===== src/rtl/pdm_cmd_pkg.sv =====
package pdm_cmd_pkg;
   typedef enum logic [1:0] {
      GAIN_NEG3 = 2'b00,
      GAIN_ZERO = 2'b01,
      GAIN_POS3 = 2'b10
   } gain_e;
endpackage


===== src/rtl/pdm_edge_sampler.sv =====
module pdm_edge_sampler #(
   parameter int SYNC_STAGES = 2,
   parameter int LOSS_CYCLES = 256
) (
   input  logic clk,
   input  logic rst_n,
   input  logic pdm_clk,
   input  logic pdm_data,
   input  logic lr_sel,
   output logic samp_valid,
   output logic samp_bit,
   output logic alive,
   output logic lost
);
   localparam int LW = $clog2(LOSS_CYCLES + 1);

   logic [SYNC_STAGES-1:0] clk_sync;
   logic [SYNC_STAGES-1:0] dat_sync;
   logic                   clk_prev;
   logic                   s_clk, s_dat, rise, fall, any_edge;
   logic [LW-1:0]          gap_cnt;

   generate
      if (SYNC_STAGES == 1) begin : g_one
         always_ff @(posedge clk or negedge rst_n) begin
            if (!rst_n) begin
               clk_sync <= '0;
               dat_sync <= '0;
            end else begin
               clk_sync <= pdm_clk;
               dat_sync <= pdm_data;
            end
         end
      end else begin : g_chain
         always_ff @(posedge clk or negedge rst_n) begin
            if (!rst_n) begin
               clk_sync <= '0;
               dat_sync <= '0;
            end else begin
               clk_sync <= {clk_sync[SYNC_STAGES-2:0], pdm_clk};
               dat_sync <= {dat_sync[SYNC_STAGES-2:0], pdm_data};
            end
         end
      end
   endgenerate

   assign s_clk    = clk_sync[SYNC_STAGES-1];
   assign s_dat    = dat_sync[SYNC_STAGES-1];
   assign rise     = s_clk & ~clk_prev;
   assign fall     = ~s_clk & clk_prev;
   assign any_edge = rise | fall;

   always_ff @(posedge clk or negedge rst_n) begin
      if (!rst_n) begin
         clk_prev   <= 1'b0;
         samp_valid <= 1'b0;
         samp_bit   <= 1'b0;
         alive      <= 1'b0;
         lost       <= 1'b0;
         gap_cnt    <= '0;
      end else begin
         clk_prev   <= s_clk;
         samp_valid <= lr_sel ? fall : rise;
         samp_bit   <= s_dat;
         lost       <= 1'b0;
         if (any_edge) begin
            alive   <= 1'b1;
            gap_cnt <= '0;
         end else if (alive) begin
            if (gap_cnt == LW'(LOSS_CYCLES - 1)) begin
               alive   <= 1'b0;
               lost    <= 1'b1;
               gap_cnt <= '0;
            end else begin
               gap_cnt <= gap_cnt + 1'b1;
            end
         end
      end
   end
endmodule


===== src/rtl/pdm_byte_packer.sv =====
module pdm_byte_packer #(
   parameter int BYTE_W    = 8,
   parameter bit MSB_FIRST = 1'b1
) (
   input  logic              clk,
   input  logic              rst_n,
   input  logic              restart,
   input  logic              samp_valid,
   input  logic              samp_bit,
   output logic              byte_valid,
   output logic [BYTE_W-1:0] byte_val
);
   localparam int CW = $clog2(BYTE_W);

   logic [BYTE_W-1:0] shreg, shnext;
   logic [CW-1:0]     bit_cnt;

   generate
      if (MSB_FIRST) begin : g_msb
         assign shnext = {shreg[BYTE_W-2:0], samp_bit};
      end else begin : g_lsb
         assign shnext = {samp_bit, shreg[BYTE_W-1:1]};
      end
   endgenerate

   always_ff @(posedge clk or negedge rst_n) begin
      if (!rst_n) begin
         shreg      <= '0;
         bit_cnt    <= '0;
         byte_valid <= 1'b0;
         byte_val   <= '0;
      end else begin
         byte_valid <= 1'b0;
         if (restart) begin
            bit_cnt <= '0;
         end else if (samp_valid) begin
            shreg <= shnext;
            if (bit_cnt == CW'(BYTE_W - 1)) begin
               bit_cnt    <= '0;
               byte_valid <= 1'b1;
               byte_val   <= shnext;
            end else begin
               bit_cnt <= bit_cnt + 1'b1;
            end
         end
      end
   end
endmodule


===== src/rtl/pdm_run_tracker.sv =====
module pdm_run_tracker #(
   parameter int BYTE_W  = 8,
   parameter int RUN_SAT = 128,
   localparam int RUN_W  = $clog2(RUN_SAT + 1)
) (
   input  logic              clk,
   input  logic              rst_n,
   input  logic              restart,
   input  logic              byte_valid,
   input  logic [BYTE_W-1:0] byte_val,
   output logic              run_valid,
   output logic [BYTE_W-1:0] run_byte,
   output logic [RUN_W-1:0]  run_len
);
   logic have_prev;

   always_ff @(posedge clk or negedge rst_n) begin
      if (!rst_n) begin
         run_valid <= 1'b0;
         run_byte  <= '0;
         run_len   <= '0;
         have_prev <= 1'b0;
      end else begin
         run_valid <= 1'b0;
         if (restart) begin
            run_len   <= '0;
            have_prev <= 1'b0;
         end else if (byte_valid) begin
            run_valid <= 1'b1;
            run_byte  <= byte_val;
            have_prev <= 1'b1;
            if (have_prev && byte_val == run_byte) begin
               if (run_len != RUN_W'(RUN_SAT))
                  run_len <= run_len + 1'b1;
            end else begin
               run_len <= RUN_W'(1);
            end
         end
      end
   end
endmodule


===== src/rtl/pdm_cmd_decoder.sv =====
module pdm_cmd_decoder #(
   parameter int         BYTE_W      = 8,
   parameter int         SYNC_STAGES = 2,
   parameter int         LOSS_CYCLES = 256,
   parameter int         MUTE_RUN    = 32,
   parameter int         CFG_RUN     = 128,
   parameter logic [7:0] MUTE_BYTE   = 8'h66,
   parameter logic [7:0] PDOWN_BYTE  = 8'hAC,
   parameter logic [7:0] CLIP_BYTE   = 8'hD2,
   parameter logic [7:0] GLOW_BYTE   = 8'h96,
   parameter logic [7:0] GMID_BYTE   = 8'h5A,
   parameter logic [7:0] GHIGH_BYTE  = 8'hA5
) (
   input  logic       clk,
   input  logic       rst_n,
   input  logic       pdm_clk,
   input  logic       pdm_data,
   input  logic       lr_sel,
   output logic       mode_oper,
   output logic       mute,
   output logic       clip_en,
   output logic [1:0] gain
);
   import pdm_cmd_pkg::*;

   localparam int RUN_W = $clog2(CFG_RUN + 1);

   initial begin
      assert (BYTE_W == 8) else $error("pattern bytes are 8 bits wide");
      assert (SYNC_STAGES >= 1) else $error("need at least one sync stage");
      assert (LOSS_CYCLES >= 4) else $error("loss window too short");
      assert (MUTE_RUN >= 1 && MUTE_RUN <= CFG_RUN) else $error("mute run must fit the run counter");
   end

   logic              samp_valid, samp_bit, alive, lost;
   logic              byte_valid;
   logic [BYTE_W-1:0] byte_val;
   logic              run_valid;
   logic [BYTE_W-1:0] run_byte;
   logic [RUN_W-1:0]  run_len;
   logic              pd_hold, pd_hold_d, cfg_hit;
   gain_e             gain_q;

   pdm_edge_sampler #(.SYNC_STAGES(SYNC_STAGES), .LOSS_CYCLES(LOSS_CYCLES)) u_samp (
      .clk(clk), .rst_n(rst_n), .pdm_clk(pdm_clk), .pdm_data(pdm_data),
      .lr_sel(lr_sel), .samp_valid(samp_valid), .samp_bit(samp_bit),
      .alive(alive), .lost(lost));

   pdm_byte_packer #(.BYTE_W(BYTE_W), .MSB_FIRST(1'b1)) u_pack (
      .clk(clk), .rst_n(rst_n), .restart(lost), .samp_valid(samp_valid),
      .samp_bit(samp_bit), .byte_valid(byte_valid), .byte_val(byte_val));

   pdm_run_tracker #(.BYTE_W(BYTE_W), .RUN_SAT(CFG_RUN)) u_run (
      .clk(clk), .rst_n(rst_n), .restart(lost), .byte_valid(byte_valid),
      .byte_val(byte_val), .run_valid(run_valid), .run_byte(run_byte),
      .run_len(run_len));

   assign cfg_hit = run_valid && (run_len >= RUN_W'(CFG_RUN));

   always_comb begin
      pd_hold_d = pd_hold;
      if (run_valid) begin
         if (run_byte == PDOWN_BYTE)
            pd_hold_d = pd_hold | cfg_hit;
         else
            pd_hold_d = 1'b0;
      end
   end

   always_ff @(posedge clk or negedge rst_n) begin
      if (!rst_n) begin
         mode_oper <= 1'b0;
         mute      <= 1'b0;
         pd_hold   <= 1'b0;
         clip_en   <= 1'b0;
         gain_q    <= GAIN_ZERO;
      end else if (lost) begin
         mode_oper <= 1'b0;
         mute      <= 1'b0;
         pd_hold   <= 1'b0;
      end else begin
         pd_hold   <= pd_hold_d;
         mode_oper <= alive & ~pd_hold_d;
         if (run_valid)
            mute <= (run_byte == MUTE_BYTE) && (run_len >= RUN_W'(MUTE_RUN));
         if (cfg_hit && run_byte == CLIP_BYTE)
            clip_en <= 1'b1;
         if (cfg_hit) begin
            if (run_byte == GLOW_BYTE)       gain_q <= GAIN_NEG3;
            else if (run_byte == GMID_BYTE)  gain_q <= GAIN_ZERO;
            else if (run_byte == GHIGH_BYTE) gain_q <= GAIN_POS3;
         end
      end
   end

   assign gain = gain_q;
endmodule


===== config.mk =====
export PLATFORM = sky130hd
export DESIGN_NAME = pdm_cmd_decoder
export DESIGN_NICKNAME = d
export VERILOG_FILES = /design/src/rtl/pdm_cmd_pkg.sv /design/src/rtl/pdm_edge_sampler.sv /design/src/rtl/pdm_byte_packer.sv /design/src/rtl/pdm_run_tracker.sv /design/src/rtl/pdm_cmd_decoder.sv
export SDC_FILE = /design/constraint.sdc
export NUM_CORES = 1
export LEC_CHECK = 0
export BUFFER_PORTS_ARGS = -buffer_cell sky130_fd_sc_hd__buf_2
export CAP_MARGIN = 20
export CORE_ASPECT_RATIO = 1.1
export CORE_MARGIN = 1
export CORE_UTILIZATION = 54
export CTS_BUF_LIST = sky130_fd_sc_hd__clkbuf_2
export CTS_CLUSTER_DIAMETER = 50
export DETAILED_ROUTE_END_ITERATION = 10
export PLACE_DENSITY = 0.71
export SLEW_MARGIN = 25
export SYNTH_ARGS = -nofsm -noshare
export SYNTH_HDL_FRONTEND = slang
export SYNTH_SLANG_ARGS = --single-unit
export TNS_END_PERCENT = 10

===== constraint.sdc =====
create_clock -name clk -period 2.54 [get_ports clk]
set_input_delay 0.127 -clock clk [delete_from_list [all_inputs] [get_ports clk]]
set_output_delay 0.127 -clock clk [all_outputs]
set_load 0.05 [all_outputs]

==> results of run 1 <==
cells in the mapped netlist (2+ instances only):
library cell               count  share of area
sky130_fd_sc_hd__nor4b_1       4          0.012
sky130_fd_sc_hd__nor4bb_1      3          0.010
sky130_fd_sc_hd__xnor2_1       4          0.012
sky130_fd_sc_hd__and3b_1       2         0.0060
sky130_fd_sc_hd__nor2_1       14          0.018
sky130_fd_sc_hd__a22o_1        3         0.0090
sky130_fd_sc_hd__o211ai_1      2         0.0052
sky130_fd_sc_hd__and4bb_2      2         0.0086
sky130_fd_sc_hd__nand3_1      13          0.022
sky130_fd_sc_hd__a41o_1        2         0.0069
sky130_fd_sc_hd__nand2_1      17          0.022
sky130_fd_sc_hd__mux2_1       20          0.077
sky130_fd_sc_hd__nor3b_1       3         0.0077
sky130_fd_sc_hd__buf_2         7          0.012
sky130_fd_sc_hd__mux2_2        4          0.015
sky130_fd_sc_hd__and3_1        3         0.0064
sky130_fd_sc_hd__dfrtp_1      60           0.52
sky130_fd_sc_hd__mux2i_1       5          0.017
sky130_fd_sc_hd__nand4_1      14          0.030
sky130_fd_sc_hd__ha_1          7          0.030
sky130_fd_sc_hd__inv_1         9          0.012
sky130_fd_sc_hd__xor2_1        8          0.024
sky130_fd_sc_hd__nand2b_1      2         0.0043
sky130_fd_sc_hd__nor2b_1       3         0.0064
sky130_fd_sc_hd__and2_1        7          0.015
sky130_fd_sc_hd__nand3b_1      2         0.0052
sky130_fd_sc_hd__nor4_1        2         0.0043
sky130_fd_sc_hd__a21oi_1       5         0.0086
worst register-to-register path, cell delays in order, from the launching register on:
cell and delay (ns):
sky130_fd_sc_hd__dfrtp_1 0.46, sky130_fd_sc_hd__xor2_1 0.20, sky130_fd_sc_hd__nor4_4 0.74, sky130_fd_sc_hd__o2111ai_1 0.21, sky130_fd_sc_hd__a22o_1 0.22
registers in the layout, summed over array words and instances (netlist names):
name and count:
pd_hold 1, mute 1, u_pack.shreg 7, u_samp.clk_prev 1
gain 2, u_samp.samp_bit 1, u_samp.samp_valid 1, u_run.run_len 8
u_samp.gap_cnt 9, u_pack.byte_val 8, u_pack.byte_valid 1, u_samp.clk_sync 2
u_samp.dat_sync 2, u_run.run_byte 8, u_pack.bit_cnt 3, u_samp.alive 1
clip_en 1, mode_oper 1, u_run.run_valid 1, u_run.have_prev 1
u_samp.lost 1
worst min-delay path by stage:
stage | from | to | slack, ns | cells past startpoint
floorplan | rst_n | clip_en | -0.17 | 0
global placement | rst_n | u_run.run_byte[6] | 0.20 | 1
detailed placement | rst_n | u_run.run_byte[6] | 0.21 | 1
CTS | rst_n | u_run.run_byte[6] | 0.20 | 2
global route | rst_n | u_run.run_byte[6] | 0.23 | 2
finish | rst_n | u_run.run_byte[6] | 0.22 | 2
metal layers:
metal,wire [um],vias to the layer above,track usage
li1,-,956,-
met1,2360,957,0.261
met2,2460,40,0.337
met3,182,6,0.0609
met4,51,0,0.0863
met5,0,-,0
per-stage QoR:
stage / cells / setup slack, ns
finish: 347 / 0.630
global route: 347 / 0.526
CTS: 347 / 0.637
detailed placement: 327 / 0.665
global placement: 327 / 0.714
floorplan: 250 / 1.06
power breakdown:
group	internal, mW	switching, mW	leakage (nW)
registers	1.17	0.188	0.789
clock network	0.129	0.336	0.0530
logic	0.314	0.450	0.654
total	1.61	0.974	1.50
cell families after synthesis:
| logic type | Yosys count |
|---|---|
| buf+inv | 19 |
| compound gates | 25 |
| simple gates | 97 |
| fa+ha+maj | 7 |
| flops | 61 |
| xor+xnor | 12 |
| mux | 29 |
area by class of cell:
type	count	share of cell area
well taps	72	0.0285
repair buffers	18	0.0388
multi-input cells	170	0.411
clock buffers	11	0.0174
clock inverters	5	0.00872
inverters	10	0.0119
flip-flops and latches	61	0.484
==> impl_summary.txt, run 1 <==
----------------------------------------------------
[Clock network]
  H-tree depth ... 3
  Number of hold-repair buffers added at the cts stage ... 4
  Root buf cell ... sky130_fd_sc_hd__clkbuf_2
  Post-cts gate resize count ... 0
  Clock-pin slew reported for the worst setup and hold paths after clock tree synthesis ... about 0.17 ns
  TritonCTS buffer count ... 9
  # Post-CTS Setup Buffers ... 0
  Worst skew pair latency ... 0.47 ns
  Number of clock sinks ... 61
  Deepest clock path buffer count ... 2
  Clock tree from TritonCTS ... yes

[STA]
  Number of hold-slack violations in the final timing report ... 0
  Final period util ... 0.752
  Final setup violation count ... 0
  Final sum of negative setup slack ... 0 ns
  Pins Over Slew Limit ... 0
  Unrepaired setup endpoints after global routing ... false
  Maximum clock rate ... between 500 and 600 MHz
  Final min period ... 1.91 ns
  Headroom to the max-slew limit ... 0.470
  Clock skew ... around 0.016 ns
  Final worst hold slack ... 0.219 ns
  Tightest Pin Transition ... around 0.79 ns

[Synthesis]
  Complex-gate fraction of the synthesized area ... 0.0683
  Fraction of synthesized cell area in xor and xnor cells ... 0.0361
  Share of cell area taken by muxes after synthesis ... 0.110
  Synth Area in Adders ... 0.0301
  Number of synthesized flops with an enable pin ... 0
  Dominant synthesized flop cell ... sky130_fd_sc_hd__dfrtp_1
  Async S/R FF share, synth ... 1.00
  Mapped cell area ... 2910 sq um
  Yosys warns ... 0
  Fraction of the mapped netlist area in simple logic gates ... 0.201
  Synth cell types ... 51
  Cells after Synth ... 250
  Flip-flop and latch count after synthesis ... 61
  Main combinational cell family by area after synthesis ... simple AND/OR/NAND/NOR gates
  Nets in the synthesized netlist ... 262
  Mean area per synthesized cell ... 11.7 sq um
  Sequential cell area fraction in the yosys report ... 0.524

[Worst setup path]
  Dominant delay contributor by cell family on the critical path ... simple AND/OR/NAND/NOR gates
  WP depth ... 4
  Combined buffer and inverter count along the critical path ... 0
  Launch instance of the worst register-to-register path ... u_run.run_byte[3]
  Type of the worst setup path ... flop to flop
  Crit path capture type ... flop
  Cell at the slowest stage of the critical path ... sky130_fd_sc_hd__nor4_4
  Critical path startpoint ... u_run.run_byte[3]
  CP startpoint kind ... flop
  Critical R2R Capture ... u_run.run_len[0]
  Endpoint of the worst setup timing path ... u_run.run_len[0]
  Number of cells on the worst reg-to-reg path ... 4
  Worst reg2reg setup slack ... 0.63 ns
  CP max stage delay ... 0.74 ns
  Critical Path AT ... approximately 2.3 ns
  Highest net fanout along the worst path ... 14
  Cell Chain, Critical Path ... xor2_1, nor4_4, o2111ai_1, a22o_1
  Critical Path RT ... between 2 and 3 ns

[Global route]
  Pin count of the biggest net entering global routing ... 33
  Total congestion overflow after global routing ... 0
  Number of global-route vias before repair ... 1953
  Global-route wire length before repair ... 8890 um
  GRT Util Overall ... 0.208
  Initial antenna violation count ... 0

[Die]
  Die Footprint ... 5690 sq um
  Core area ... 5100 sq um
  Die width ... 72.0 um
  Die H ... around 79 um
  Starting utilization of the core area ... 0.571
  Row count ... 27
  Count of boundary I/O pins ... 10

[Final layout]
  Commonest non-fill, non-tap cell in the layout ... sky130_fd_sc_hd__dfrtp_1
  Multi-input gate area ... 1300 sq um
  Most frequent cells in the layout ... sky130_fd_sc_hd__dfrtp_1, sky130_fd_sc_hd__mux2_1, sky130_fd_sc_hd__nand2_1
  Layout cells sized above 1 ... 0.145
  Final core area utilization ... 0.619
  Post-layout net count ... roughly 280
  Final Instance Area ... 3160 sq um
  Area added between synthesis and finish ... 8.42%
  Number of filler instances in the final layout ... 413
  Flip-flop and latch area ... roughly 1500 sq um
  Total inserted antenna cells ... 0

[Detailed routing]
  Remaining antenna violation count ... 0
  Detail-routed net length per standard cell ... 14.6 um
  Number of vias in the routed layout ... just under 2000
  Drt first-iter violations ... 100
  Detailed-route wire length ... about 5100 um
  Drt first pass iters ... 4
  Vias/cell ... 5.65
  Residual DRC count ... 0

[Placement]
  Total of buffers placed on input and output ports ... 9
  Routability congestion estimate from global placement ... 0.754
  Final HPWL from detailed placement ... 3450 um
  Instance area at placement ... 3040 sq um

[Worst hold path]
  Class of the worst hold path ... input pin to async pin

[Outcome]
  Run status ... finished clean

[Power and ir drop]
  Total design power ... about 2.6 mW
  Maximum resistive drop on vdd ... 0.439 mV
  Static leakage ... around 1.5 nW
  Power Density ... 818 nW/um^2

[Run]
  Max-cap check violation count ... 0

----------------------------------------------------
No activity file was read; power rests on OpenSTA's default activity.
==> run 2, diff against run 1 <==
==> constraint.sdc (replaced) <==
create_clock -name clk -period 1.9 [get_ports clk]
set_input_delay 0.095 -clock clk [delete_from_list [all_inputs] [get_ports clk]]
set_output_delay 0.095 -clock clk [all_outputs]
set_load 0.05 [all_outputs]
==> impl_summary.txt, run 2 (synthesized netlist as in run 1, its figures left out) <==
----------------------------------------------------
[Die]
  Row count ... 27 (unchanged)
  Count of boundary I/O pins ... 10 (unchanged)
  Die Footprint ... 5690 sq um (unchanged)
  Core area ... 5100 sq um (unchanged)
  Die H ... 79.0 um (unchanged)
  Starting utilization of the core area ... 0.571 (unchanged)
  Die width ... 72.0 um (unchanged)

[Clock network]
  Clock tree from TritonCTS ... yes
  # Post-CTS Setup Buffers ... 0 (unchanged)
  Number of clock sinks ... 61 (unchanged)
  Number of hold-repair buffers added at the cts stage ... 4 (unchanged)
  Deepest clock path buffer count ... 2 (unchanged)
  Worst skew pair latency ... 0.46 ns (about the same)
  Clock-pin slew reported for the worst setup and hold paths after clock tree synthesis ... 0.16 ns (about the same)
  TritonCTS buffer count ... 9 (unchanged)
  Post-cts gate resize count ... 0 (unchanged)
  H-tree depth ... 3 (unchanged)
  Root buf cell ... sky130_fd_sc_hd__clkbuf_2

[STA]
  Final period util ... 0.870 (+0.118)
  Final setup violation count ... 0 (unchanged)
  Tightest Pin Transition ... 0.486 ns (-0.304 ns)
  Maximum clock rate ... 605 MHz (+16%)
  Final worst hold slack ... 0.142 ns (-0.0774 ns)
  Final sum of negative setup slack ... 0 ns (unchanged)
  Unrepaired setup endpoints after global routing ... false
  Number of hold-slack violations in the final timing report ... 0 (unchanged)
  Final min period ... 1.65 ns (-0.257 ns)
  Clock skew ... 0.0186 ns (+0.00302 ns)
  Pins Over Slew Limit ... 0 (unchanged)
  Headroom to the max-slew limit ... 0.674 (+0.205)

[Detailed routing]
  Detailed-route wire length ... 4980 um (-1.4%)
  Detail-routed net length per standard cell ... 14.4 um (-0.81%)
  Residual DRC count ... 0 (unchanged)
  Drt first-iter violations ... 177 (+77%)
  Remaining antenna violation count ... 0 (unchanged)
  Vias/cell ... 5.68 (+0.63%)
  Drt first pass iters ... 4 (unchanged)
  Number of vias in the routed layout ... 1960 (+0.051%)

[Placement]
  Total of buffers placed on input and output ports ... 9 (unchanged)
  Final HPWL from detailed placement ... 3390 um (-1.6%)
  Routability congestion estimate from global placement ... 0.753 (-0.13%)

[Final layout]
  Total inserted antenna cells ... 0 (unchanged)
  Area added between synthesis and finish ... 9.36%
  Layout cells sized above 1 ... 0.147 (+0.00107)
  Number of flip-flops under the largest register name ... 9 (unchanged)
  Most frequent cells in the layout ... sky130_fd_sc_hd__dfrtp_1, sky130_fd_sc_hd__mux2_1, sky130_fd_sc_hd__nand2_1
  Commonest non-fill, non-tap cell in the layout ... sky130_fd_sc_hd__dfrtp_1
  Register with the most flip-flops ... u_samp.gap_cnt
  Post-layout net count ... 283 (+0.35%)
  Final core area utilization ... 0.624 (+0.00540)

[Power and ir drop]
  Power Density ... 1120 nW/um^2 (+37%)
  Static leakage ... 1.52 nW (+1.4%)
  Maximum resistive drop on vdd ... 0.490 mV (+11%)
  Total design power ... 3.57 mW (+38%)

[Global route]
  Initial antenna violation count ... 0 (unchanged)
  GRT Util Overall ... 0.210 (+0.00132)
  Pin count of the biggest net entering global routing ... 62 (+88%)
  Total congestion overflow after global routing ... 0 (unchanged)
  Number of global-route vias before repair ... 1949 (-0.20%)
  Global-route wire length before repair ... 9040 um (+1.6%)

[Worst setup path]
  Critical Path RT ... 2.29 ns (-0.63 ns)
  Crit path capture type ... flop
  Highest net fanout along the worst path ... 8 (-6)
  Critical Path AT ... 2.04 ns (-0.25 ns)
  Type of the worst setup path ... flop to flop
  CP startpoint kind ... flop

[Outcome]
  Run status ... finished clean

[Worst hold path]
  Class of the worst hold path ... input pin to async pin

[Run]
  Max-cap check violation count ... 0 (unchanged)

----------------------------------------------------
[run 2: final timing paths]
| path | from | to | slack [ns] | cells past startpoint |
|---|---|---|---|---|
| min in group clk | pdm_data | u_samp.dat_sync[0] | 0.26 | 2 |
| worst max-delay path | u_run.run_byte[2] | u_run.run_len[2] | 0.25 | 5 |
| worst max register to register | u_run.run_byte[2] | u_run.run_len[2] | 0.25 | 5 |
| worst min register to register | u_samp.clk_sync[0] | u_samp.clk_sync[1] | 0.37 | 0 |
| worst min-delay path | rst_n | u_run.run_byte[2] | 0.14 | 3 |
| max in group asynchronous | rst_n | gain[0] | 1.48 | 3 |
[run 2: power breakdown]
part | internal [mW] | switching, mW
clock network | 0.285 | 0.435
logic | 0.456 | 0.572
registers | 1.56 | 0.263
total | 2.30 | 1.27
[run 2: cell type report]
class / count / area (sq um)
Multi-Input combinational cell: 170 / 1300
Inverter: 10 / 37.5
Timing Repair Buffer: 19 / 143
Clock inverter: 3 / 40.0
Clock buffer: 10 / 50.0
Tap cell: 72 / 90.1
Sequential cell: 61 / 1530
Fill cell: 411 / 1920
[run 2: through the flow]
step,cell area (sq um),std cells,worst slack (ns)
6_report,3190,345,0.247
5_1_grt,3190,345,0.0683
4_1_cts,3190,345,0.244
3_5_place_dp,3060,328,0.279
3_3_place_gp,3060,328,0.313
2_1_floorplan,2910,250,0.422
[run 2: metal layers]
layer,up-vias,share of wire,track usage
met4,0,0.010,0.108
met3,6,0.033,0.0381
li1,954,-,-
met5,-,0,0
met2,31,0.48,0.336
met1,969,0.48,0.272
[run 2: critical path, stage by stage (launching register included)]
cell	delay, ns
sky130_fd_sc_hd__dfrtp_1	0.47
sky130_fd_sc_hd__xor2_1	0.21
sky130_fd_sc_hd__nor4_4	0.45
sky130_fd_sc_hd__buf_4	0.23
sky130_fd_sc_hd__nand4_1	0.09
sky130_fd_sc_hd__o211ai_1	0.12
